### src/rtl/fuse_rd_pkg.sv
`timescale 1ns/1ps
package fuse_rd_pkg;

  localparam int WORD_W = 16;

  localparam int OFS_GLB    = 'h00;
  localparam int OFS_RDATA  = 'h04;
  localparam int OFS_WDATA  = 'h08;
  localparam int OFS_BLK    = 'h0C;
  localparam int OFS_MODE   = 'h10;
  localparam int OFS_STAT   = 'h14;
  localparam int OFS_WRTIM  = 'h20;
  localparam int OFS_RDTIM  = 'h24;
  localparam int OFS_DEB    = 'h28;

  // mode-control bit positions
  localparam int MODE_PGM   = 0;
  localparam int MODE_START = 1;
  localparam int MODE_CLR   = 2;

  // status bit positions
  localparam int ST_PGM_BUSY = 0;
  localparam int ST_RD_BUSY  = 1;
  localparam int ST_STANDBY  = 2;
  localparam int ST_PROT     = 3;
  localparam int ST_DONE     = 4;

  typedef struct packed {
    logic latchIdx;   // capture block index at accepted start
    logic loadWord;   // capture fuse word into read-data register
    logic setDone;    // raise sticky done flag
  } seqStrobeT;

  function automatic logic [WORD_W-1:0] fuseWord(input int idx, input logic [WORD_W-1:0] seed);
    logic [31:0] prod;
    prod = 32'(idx) * 32'h1357;
    return prod[WORD_W-1:0] ^ seed;
  endfunction

endpackage

### src/rtl/fuse_rd_seq.sv
`timescale 1ns/1ps
module fuse_rd_seq
  import fuse_rd_pkg::*;
#(
  parameter int TIM_W = 8
) (
  input  logic             clk,
  input  logic             rstN,
  input  logic             modEn,
  input  logic             startReq,
  input  logic [TIM_W-1:0] rdTiming,
  output seqStrobeT        seqStrobe,
  output logic             rdBusy,
  output logic             standby
);

  typedef enum logic {SEQ_IDLE, SEQ_BUSY} seqStateT;

  seqStateT         state;
  logic [TIM_W-1:0] cnt;
  logic             accept;
  logic             finish;
  logic [TIM_W-1:0] loadVal;

  assign accept  = startReq && modEn && (state == SEQ_IDLE);
  assign finish  = modEn && (state == SEQ_BUSY) && (cnt == TIM_W'(1));
  assign loadVal = (rdTiming == '0) ? TIM_W'(1) : rdTiming;

  always_comb begin
    seqStrobe          = '0;
    seqStrobe.latchIdx = accept;
    seqStrobe.loadWord = finish;
    seqStrobe.setDone  = finish;
  end

  assign rdBusy  = (state == SEQ_BUSY);
  assign standby = modEn && (state == SEQ_IDLE);

  always_ff @(posedge clk or negedge rstN) begin
    if (!rstN) begin
      state <= SEQ_IDLE;
      cnt   <= '0;
    end else if (!modEn) begin
      state <= SEQ_IDLE;
      cnt   <= '0;
    end else begin
      unique case (state)
        SEQ_IDLE: begin
          if (accept) begin
            state <= SEQ_BUSY;
            cnt   <= loadVal;
          end
        end
        SEQ_BUSY: begin
          if (finish) begin
            state <= SEQ_IDLE;
            cnt   <= '0;
          end else begin
            cnt <= cnt - TIM_W'(1);
          end
        end
        default: state <= SEQ_IDLE;
      endcase
    end
  end

endmodule

### src/rtl/fuse_rd_dp.sv
`timescale 1ns/1ps
module fuse_rd_dp
  import fuse_rd_pkg::*;
#(
  parameter int              ADDR_W     = 8,
  parameter int              DATA_W     = 32,
  parameter int              NUM_BLK    = 32,
  parameter int              TIM_W      = 8,
  parameter int              RD_TIM_RST = 4,
  parameter logic [WORD_W-1:0] FUSE_SEED = 16'hA5C3
) (
  input  logic              clk,
  input  logic              rstN,
  input  logic              busValid,
  input  logic              busWrite,
  input  logic [ADDR_W-1:0] busAddr,
  input  logic [DATA_W-1:0] busWdata,
  output logic [DATA_W-1:0] busRdata,
  input  seqStrobeT         seqStrobe,
  input  logic              rdBusy,
  input  logic              standby,
  output logic              startReq,
  output logic [TIM_W-1:0]  rdTiming,
  output logic              rdDone
);

  localparam int IDX_W = $clog2(NUM_BLK);

  localparam logic [ADDR_W-1:0] A_GLB   = ADDR_W'(OFS_GLB);
  localparam logic [ADDR_W-1:0] A_RDATA = ADDR_W'(OFS_RDATA);
  localparam logic [ADDR_W-1:0] A_WDATA = ADDR_W'(OFS_WDATA);
  localparam logic [ADDR_W-1:0] A_BLK   = ADDR_W'(OFS_BLK);
  localparam logic [ADDR_W-1:0] A_MODE  = ADDR_W'(OFS_MODE);
  localparam logic [ADDR_W-1:0] A_STAT  = ADDR_W'(OFS_STAT);
  localparam logic [ADDR_W-1:0] A_WRTIM = ADDR_W'(OFS_WRTIM);
  localparam logic [ADDR_W-1:0] A_RDTIM = ADDR_W'(OFS_RDTIM);
  localparam logic [ADDR_W-1:0] A_DEB   = ADDR_W'(OFS_DEB);

  logic [WORD_W-1:0] fuseRom [NUM_BLK];

  for (genvar g = 0; g < NUM_BLK; g++) begin : g_rom
    assign fuseRom[g] = fuseWord(g, FUSE_SEED);
  end

  logic [DATA_W-1:0] glbCtrl;
  logic [DATA_W-1:0] wrData;
  logic [IDX_W-1:0]  blkIdx;
  logic [IDX_W-1:0]  blkLat;
  logic [TIM_W-1:0]  wrTim;
  logic [TIM_W-1:0]  rdTim;
  logic [TIM_W-1:0]  debCtrl;
  logic [WORD_W-1:0] rdWord;
  logic              doneFlag;
  logic              wrEn;
  logic              rdEn;
  logic              clrReq;

  assign wrEn     = busValid && busWrite;
  assign rdEn     = busValid && !busWrite;
  assign startReq = wrEn && (busAddr == A_MODE) && busWdata[MODE_START];
  assign clrReq   = wrEn && (busAddr == A_MODE) && busWdata[MODE_CLR];
  assign rdTiming = rdTim;
  assign rdDone   = doneFlag;

  // scratch and index registers
  always_ff @(posedge clk or negedge rstN) begin
    if (!rstN) begin
      glbCtrl <= '0;
      wrData  <= '0;
      blkIdx  <= '0;
      wrTim   <= '0;
      rdTim   <= TIM_W'(RD_TIM_RST);
      debCtrl <= '0;
    end else if (wrEn) begin
      unique case (busAddr)
        A_GLB:   glbCtrl <= busWdata;
        A_WDATA: wrData  <= busWdata;
        A_BLK:   blkIdx  <= busWdata[IDX_W-1:0];
        A_WRTIM: wrTim   <= busWdata[TIM_W-1:0];
        A_RDTIM: rdTim   <= busWdata[TIM_W-1:0];
        A_DEB:   debCtrl <= busWdata[TIM_W-1:0];
        default: ;
      endcase
    end
  end

  // read path registers driven by sequencer strobes
  always_ff @(posedge clk or negedge rstN) begin
    if (!rstN) begin
      blkLat   <= '0;
      rdWord   <= '0;
      doneFlag <= 1'b0;
    end else begin
      if (seqStrobe.latchIdx) blkLat <= blkIdx;
      if (seqStrobe.loadWord) rdWord <= fuseRom[blkLat];
      if (seqStrobe.setDone)  doneFlag <= 1'b1;
      else if (clrReq)        doneFlag <= 1'b0;
    end
  end

  logic [DATA_W-1:0] statWord;

  always_comb begin
    statWord              = '0;
    statWord[ST_PGM_BUSY] = 1'b0;
    statWord[ST_RD_BUSY]  = rdBusy;
    statWord[ST_STANDBY]  = standby;
    statWord[ST_PROT]     = 1'b1;
    statWord[ST_DONE]     = doneFlag;
  end

  always_comb begin
    busRdata = '0;
    if (rdEn) begin
      unique case (busAddr)
        A_GLB:   busRdata = glbCtrl;
        A_RDATA: busRdata = DATA_W'(rdWord);
        A_WDATA: busRdata = wrData;
        A_BLK:   busRdata = DATA_W'(blkIdx);
        A_STAT:  busRdata = statWord;
        A_WRTIM: busRdata = DATA_W'(wrTim);
        A_RDTIM: busRdata = DATA_W'(rdTim);
        A_DEB:   busRdata = DATA_W'(debCtrl);
        default: busRdata = '0;
      endcase
    end
  end

endmodule

### src/rtl/fuse_rd_ctrl.sv
`timescale 1ns/1ps
module fuse_rd_ctrl
  import fuse_rd_pkg::*;
#(
  parameter int                ADDR_W     = 8,
  parameter int                DATA_W     = 32,
  parameter int                NUM_BLK    = 32,
  parameter int                TIM_W      = 8,
  parameter int                RD_TIM_RST = 4,
  parameter logic [WORD_W-1:0] FUSE_SEED  = 16'hA5C3
) (
  input  logic              clk,
  input  logic              rstN,
  input  logic              modEn,
  input  logic              busValid,
  input  logic              busWrite,
  input  logic [ADDR_W-1:0] busAddr,
  input  logic [DATA_W-1:0] busWdata,
  output logic [DATA_W-1:0] busRdata
);

  seqStrobeT        seqStrobe;
  logic             rdBusy;
  logic             standby;
  logic             startReq;
  logic [TIM_W-1:0] rdTiming;
  logic             rdDone;

  fuse_rd_seq #(
    .TIM_W(TIM_W)
  ) seq_i (
    .clk      (clk),
    .rstN     (rstN),
    .modEn    (modEn),
    .startReq (startReq),
    .rdTiming (rdTiming),
    .seqStrobe(seqStrobe),
    .rdBusy   (rdBusy),
    .standby  (standby)
  );

  fuse_rd_dp #(
    .ADDR_W    (ADDR_W),
    .DATA_W    (DATA_W),
    .NUM_BLK   (NUM_BLK),
    .TIM_W     (TIM_W),
    .RD_TIM_RST(RD_TIM_RST),
    .FUSE_SEED (FUSE_SEED)
  ) dp_i (
    .clk      (clk),
    .rstN     (rstN),
    .busValid (busValid),
    .busWrite (busWrite),
    .busAddr  (busAddr),
    .busWdata (busWdata),
    .busRdata (busRdata),
    .seqStrobe(seqStrobe),
    .rdBusy   (rdBusy),
    .standby  (standby),
    .startReq (startReq),
    .rdTiming (rdTiming),
    .rdDone   (rdDone)
  );

endmodule

### config.mk
export PLATFORM = sky130hd
export DESIGN_NAME = fuse_rd_ctrl
export DESIGN_NICKNAME = d
export VERILOG_FILES = /design/src/rtl/fuse_rd_pkg.sv /design/src/rtl/fuse_rd_seq.sv /design/src/rtl/fuse_rd_dp.sv /design/src/rtl/fuse_rd_ctrl.sv
export SDC_FILE = /design/constraint.sdc
export NUM_CORES = 1
export LEC_CHECK = 0
export BUFFER_PORTS_ARGS = -buffer_cell sky130_fd_sc_hd__buf_4
export CORE_ASPECT_RATIO = 1.1
export CORE_MARGIN = 1.5
export CORE_UTILIZATION = 35
export DETAILED_ROUTE_END_ITERATION = 10
export PLACE_DENSITY = 0.48
export SLEW_MARGIN = 20
export SYNTH_ARGS = -nofsm -noshare
export SYNTH_HDL_FRONTEND = slang
export SYNTH_SLANG_ARGS = --single-unit
### constraint.sdc
create_clock -name clk -period 6.6 [get_ports clk]
set_input_delay 1.32 -clock clk [delete_from_list [all_inputs] [get_ports clk]]
set_output_delay 1.32 -clock clk [all_outputs]
set_load 0.01 [all_outputs]
==> impl_metrics.tcl, run 1 <==
set metrics [dict create \
    min_period_over_period_pct 73.5 \
    grt_pass1_wl_um 28800 \
    tightestPinTransition_ps 990 \
    cp-start-kind "primary input" \
    cts_resized 0 \
    initial_core_util_pct 35.5 \
    path_clk_slew_ps 60 \
    holdWs_ps 484 \
    track_usage_pct 18.5 \
    cap_violations 0 \
    fp-row-count 53 \
    die_w_um 135 \
    synth_warnings 0 \
    worst_hold_path_type "flip-flop to flip-flop" \
    ys_types 67 \
    cts_hold_buf 0 \
    clock_sinks 124 \
    total_power_w 0.00179 \
    finalCriticalPeriod_ps 4850 \
    antennaDiodeCount 0 \
    drt_iter0_drc 209 \
    synth_edf_count 0 \
    clkLatencyLatePin_ps 420 \
    relSlewSlack_pct 34.0 \
    maxSlewViolCount 0 \
    arrival_ps 3530 \
    syn2layout_area_growth_pct 20.0 \
    rsz0062_at_grt "no" \
    end_kind "output port" \
    syn_nets 666 \
    critPathMaxStageDelay_ps 870 \
    drcViolationCount 0 \
    fillers 1883 \
    cp.buffers_inverters 2 \
    pwr_density_cell_nw_per_um2 222 \
    hold_viol 0 \
    cp.required_ps 5280 \
    core_um2 19000 \
    layout-drive-gt1-share_pct 34.1 \
    avgViaCountPerCell 5.48 \
    setup_tns_ps 0 \
    yosysSeqAreaShare_pct 46.2 \
    cts_setup_buffers 0 \
    io_pins 77 \
    peakVddDrop_mv 0.203 \
    instances_no_fill 928 \
    drt-pass1-iter-count 5 \
    htree_levels 4 \
    nets 724 \
    status "complete, no violations" \
    cp_max_fo 26 \
    die_h_um 148 \
    port_buffers 76 \
    synth_ff_type "dfrtp_1" \
    leakage_nw 3.64 \
    ys_ff_latch 124 \
    dp_hpwl_um 12300 \
    syn_area_um2 6730 \
    cts_tree "built" \
    async_reset_ff_share_pct 100 \
    cts_root_buf "clkbuf_16" \
    place.gp.congestion 0.860 \
    syn_area_per_cell_um2 11.0 \
    critPathKind "primary input to output port" \
    num_vias 5087 \
    crit_family "simple AND/OR/NAND/NOR gates" \
    cts_made_buffers 17 \
    slowest_stage "and2_1" \
    synthCells 610 \
    wire_per_inst_um 18.9 \
    antenna_found_initial 0 \
    dp.cells 896 \
    dieArea_um2 20100 \
    grt_max_degree 71 \
    path_cells "buf_4 > nor4b_2 > and2_1 > a22oi_1 > nor2_1 > buf_4" \
    wirelength_um 17600 \
    fmax_ghz 0.206 \
    cts_max_path_buffers 2 \
    antenna_left 0 \
    setup_viol 0 \
    critPathMostFrequentCell "buf_4" \
    grt_pass1_vias 5243 \
    fin_skew_ps 9.41 \
    grt-ovfl-total 0 \
]
[synthesized netlist by cell type (2+ instances only)]
| cell type | n | area (um^2) |
|---|---|---|
| or3_1 | 4 | 25.0 |
| a22o_1 | 15 | 131 |
| mux2_1 | 9 | 101 |
| mux2i_1 | 7 | 70.1 |
| a21o_1 | 4 | 30.0 |
| a211o_1 | 2 | 17.5 |
| nand3_1 | 10 | 50.1 |
| o221a_2 | 3 | 33.8 |
| nor2b_1 | 9 | 56.3 |
| o31ai_1 | 4 | 30.0 |
| nand2b_1 | 7 | 43.8 |
| inv_1 | 10 | 37.5 |
| nand3b_1 | 8 | 60.1 |
| a22oi_1 | 33 | 248 |
| a32o_1 | 4 | 40.0 |
| o21ai_1 | 4 | 20.0 |
| o22a_1 | 4 | 35.0 |
| a32oi_1 | 2 | 17.5 |
| nor4b_1 | 3 | 26.3 |
| a221o_1 | 2 | 20.0 |
| mux4_2 | 5 | 113 |
| o22ai_1 | 2 | 12.5 |
| dfrtp_1 | 123 | 3080 |
| nor4_1 | 6 | 37.5 |
| buf_2 | 15 | 75.1 |
| mux2_2 | 89 | 1000 |
| clkbuf_1 | 30 | 113 |
| o2bb2ai_1 | 2 | 17.5 |
| nand2_1 | 34 | 128 |
| nor3_1 | 9 | 45.0 |
| nor3b_1 | 7 | 52.6 |
| nor2_1 | 39 | 146 |
| a21oi_1 | 21 | 105 |
| and2_1 | 3 | 18.8 |
| a2bb2oi_1 | 4 | 35.0 |
| and3_1 | 7 | 43.8 |
| a211oi_1 | 4 | 30.0 |
| nor4b_2 | 2 | 30.0 |
| o21ai_0 | 26 | 130 |
| ha_1 | 11 | 138 |
[power by group]
| group | total (W) | switching (W) | internal, W |
|---|---|---|---|
| Combinational | 0.000112 | 0.0000635 | 0.0000486 |
| Sequential | 0.000790 | 0.0000124 | 0.000778 |
| Clock | 0.000892 | 0.000358 | 0.000533 |
| Total | 0.00179 | 0.000434 | 0.00136 |
[registers in the layout (all words and copies together) (netlist names)]
name and flops:
dp_i.blkIdx 5, dp_i.blkLat 5, dp_i.glbCtrl 32, dp_i.rdDone 1
dp_i.rdWord 16, dp_i.wrData 32, seq_i.rdBusy 1, dp_i.debCtrl 8
seq_i.cnt 8, dp_i.wrTim 8, dp_i.rdTiming 8
[worst reg2reg max path, stage by stage, from the launching register on]
cell	delay, ps
dfrtp_1	610
inv_1	250
ha_1	430
nor2b_1	220
or2_2	360
mux4_2	480
mux2_2	270
[cell usage in the layout (no fill, tap or decap), drive strengths merged, types with 3 or more instances in the layout]
cell / synthesis / layout
a2bb2oi: 4 / 4
dfrtp: 123 / 123
or3: 4 / 4
o221a: 3 / 3
nor3b: 7 / 7
a21oi: 21 / 21
nand3b: 8 / 8
inv: 10 / 14
nor2b: 9 / 9
mux2i: 7 / 7
buf: 17 / 86
o31ai: 4 / 4
nand2b: 7 / 7
a21o: 4 / 4
a22o: 15 / 15
nor2: 41 / 41
a22oi: 33 / 33
nor3: 9 / 9
and2: 4 / 4
o22a: 4 / 4
nand3: 10 / 10
a211oi: 4 / 4
a32o: 4 / 4
mux2: 98 / 98
or4b: 3 / 3
clkinv: 1 / 5
nand2: 34 / 34
and3: 7 / 7
o21ai: 30 / 30
mux4: 5 / 5
nor4b: 5 / 5
clkbuf: 30 / 18
nor4: 8 / 8
clkinvlp: 0 / 5
ha: 11 / 11
[cells by family (layout without fill, tap and decap cells)]
logic type	count (synthesis)	count (layout)	synth area share, %
multiplexers	110	110	19.1
buffers and inverters	58	129	3.68
adder cells (fa/ha/maj)	11	11	2.05
AND/OR/NAND/NOR	161	161	13.3
flip-flops	124	124	46.2
AO/OA/AOI/OAI	146	146	15.7
[layout make-up]
cell class              instances  area, um^2  area share (%)
flip-flops and latches        124        3100            38.5
clock inverters                14         138            1.71
clock buffers                  18         439            5.44
multi-input cells             428        3390            42.0
well taps                     247         309            3.83
inverters                      11        41.3           0.512
repair buffers                 86         646            8.00
[worst paths after layout]
path                                             startpoint                      endpoint  slack [ps]  cells after the start
worst min-delay path            dp_i.rdWord[10]$_DFFE_PN0P_   dp_i.rdWord[10]$_DFFE_PN0P_         480                      2
worst max register to register   dp_i.blkLat[0]$_DFFE_PN0P_   dp_i.rdWord[13]$_DFFE_PN0P_        3880                      6
worst max-delay path                             busAddr[3]                  busRdata[27]        1750                      6
max in group asynchronous                              rstN  dp_i.glbCtrl[17]$_DFFE_PN0P_        4340                      2
min in group asynchronous                              rstN    dp_i.wrData[4]$_DFFE_PN0P_        1020                      1
worst min register to register  dp_i.rdWord[10]$_DFFE_PN0P_   dp_i.rdWord[10]$_DFFE_PN0P_         480                      2
[per-stage QoR]
| step | worst slack [ps] | cell area [um^2] | util (%) |
|---|---|---|---|
| 6_report | 1750 | 8070 | 42.5 |
| 3_3_place_gp | 1820 | 7490 | 39.5 |
| 4_1_cts | 1750 | 8070 | 42.5 |
| 3_5_place_dp | 1770 | 7490 | 39.5 |
| 2_1_floorplan | 2360 | 6730 | - |
| 5_1_grt | 1460 | 8070 | 42.5 |
[per-layer routing]
| metal | GRT usage [%] | part of all wire [%] |
|---|---|---|
| met1 | 25.4 | 46 |
| met2 | 29.2 | 48 |
| met3 | 3.34 | 4.0 |
| met4 | 7.10 | 2.0 |
| met5 | 0 | 0 |
Power figures use the tool's default switching activity.
==> run 2, diff against run 1 <==
clock period = 4.5 ns   (was 6.6 ns; I/O delays follow)
==> impl_metrics.tcl, run 2 (synthesis gave the netlist of run 1 again) <==
set metrics [dict create \
    critPathMaxStageDelay_ps 380 \
    critPathKind "primary input to output port" \
    die_w_um 135 \
    grt-ovfl-total 0 \
    cts_root_buf "clkbuf_16" \
    clkLatencyLatePin_ps 410 \
    hold_path_end "dp_i.rdWord[12]$_DFFE_PN0P_" \
    avgViaCountPerCell 5.48 \
    place.gp.congestion 0.866 \
    initial_core_util_pct 35.5 \
    cts_max_path_buffers 2 \
    holdPathStages 2 \
    min-delay-start "dp_i.rdWord[12]$_DFFE_PN0P_" \
    maxSlewViolCount 0 \
    tightestPinTransition_ps 991 \
    io_pins 77 \
    power_frac_clock_pct 52.4 \
    regToRegSetupSlack_ps 1750 \
    hold_viol 0 \
    fmax_ghz 0.271 \
    startpoint "busAddr[3]" \
    clock_sinks 124 \
    cts_resized 0 \
    drcViolationCount 0 \
    setup_tns_ps 0 \
    reg2reg_to "dp_i.rdWord[13]$_DFFE_PN0P_" \
    antenna_found_initial 0 \
    grt_max_degree 80 \
    antenna_left 0 \
    fp-row-count 53 \
    post-place-ws_ps 839 \
    cts_tree "built" \
    syn2layout_area_growth_pct 21.5 \
    arrival_ps 2800 \
    peakVddDrop_mv 0.260 \
    layout-drive-gt1-share_pct 34.4 \
    slowest_stage "nor3b_1" \
    p_int_w 0.00215 \
    rsz0062_at_grt "no" \
    die_h_um 148 \
    min_period_over_period_pct 82.2 \
    cp_max_fo 26 \
    end_kind "output port" \
    relSlewSlack_pct 33.9 \
    power_switching_w 0.000634 \
    p_comb_share_pct 6.0 \
    cts_hold_buf 0 \
    finalCriticalPeriod_ps 3700 \
    drt-pass1-iter-count 4 \
    p_seq_share_pct 41.6 \
    worst_hold_path_type "flip-flop to flip-flop" \
    status "complete, no violations" \
    port_buffers 76 \
    cap_violations 0 \
    grt_pass1_wl_um 29000 \
    dieArea_um2 20100 \
    nets 727 \
    finish.instance_area_um2 8170 \
    htree_levels 4 \
    cp.required_ps 3600 \
    switching_share_pct 22.8 \
    layout_commonest_cell "dfrtp_1" \
    antennaDiodeCount 0 \
    wire_per_inst_um 19.1 \
    cts_made_buffers 17 \
    pwr_density_cell_nw_per_um2 341 \
    placed_area_um2 7530 \
    path_clk_slew_ps 60 \
    dp_hpwl_um 12600 \
    cts_setup_buffers 0 \
    setup_viol 0 \
    rr_worst_depth 6 \
    path_cells "buf_4 > nor4b_2 > buf_4 > nor3b_1 > o21ai_0 > a31oi_1 > buf_4" \
    fin_skew_ps 7.04 \
    grt_pass1_vias 5262 \
    cp-start-kind "primary input" \
    track_usage_pct 18.8 \
    r2r_start "dp_i.blkLat[0]$_DFFE_PN0P_" \
    mostFrequentLayoutCells "dfrtp_1 (123), mux2_2 (89), buf_4 (87), nor2_1 (39), nand2_1 (34)" \
    critPathMostFrequentCell "buf_4" \
    core_um2 19000 \
    wirelength_um 17800 \
    worst_slack_ps 803 \
    num_vias 5098 \
    reg_top3 "dp_i.glbCtrl (32), dp_i.wrData (32), dp_i.rdWord (16)" \
    leakage_nw 3.71 \
    drt_iter0_drc 225 \
]
-- run 2: cell types whose count changed in the layout (fill, tap and decap cells not counted) --
cell,before,now
buf_12,0,1
buf_4,86,87
buf_6,0,1
bufinv_16,1,4
clkbuf_8,1,0
clkinv_4,4,7
clkinvlp_4,5,2
inv_6,4,2
-- run 2: final cells by class --
type | count | area, um^2
Sequential cell | 124 | 3100
Tap cell | 247 | 309
Clock inverter | 15 | 214
Multi-Input combinational cell | 428 | 3390
Clock buffer | 17 | 425
Fill cell | 1845 | 10800
Timing Repair Buffer | 89 | 684
Inverter | 11 | 41.3
-- run 2: worst max path at each step --
stage | end | slack (ps) | depth (start not counted)
global placement | busRdata[4] | 800 | 7
CTS | busRdata[3] | 830 | 7
detailed placement | busRdata[3] | 840 | 7
floorplan | busRdata[21] | 1100 | 7
finish | busRdata[3] | 800 | 7
global route | busRdata[4] | 720 | 7
-- run 2: metrics by stage --
step / utilization [%] / hold slack [ps] / total power [W] / cells
floorplan: - / 448 / 0.00126 / 610
global placement: 39.7 / 469 / 0.00134 / 899
detailed placement: 39.7 / 482 / 0.00135 / 899
CTS: 43.1 / 495 / 0.00282 / 931
global route: 43.1 / 517 / 0.00290 / 931
finish: 43.1 / 489 / 0.00278 / 931
-- run 2: power by group through the flow --
| stage | sequential, W | clock [W] | combinational, W |
|---|---|---|---|
| floorplan | 0.00117 | 0 | 0.0000839 |
| global route | 0.00116 | 0.00155 | 0.000186 |
| detailed placement | 0.00118 | 0 | 0.000169 |
| global placement | 0.00118 | 0 | 0.000167 |
| finish | 0.00116 | 0.00146 | 0.000166 |
| CTS | 0.00116 | 0.00150 | 0.000170 |
-- run 2: layer usage --
metal | track usage, % | routed length (um) | vias to the layer above
li1 | - | - | 2404
met1 | 25.9 | 8440 | 2603
met2 | 29.8 | 8460 | 74
met3 | 3.31 | 561 | 17
met4 | 6.40 | 300 | 0
met5 | 0 | 0 | -
-- run 2: critical path: cells and delay by family --
family                 cells  cell delay [ps]
AOI/OAI and AO/OA          2              470
buffers and inverters      3              680
and+or+nand+nor            2              730
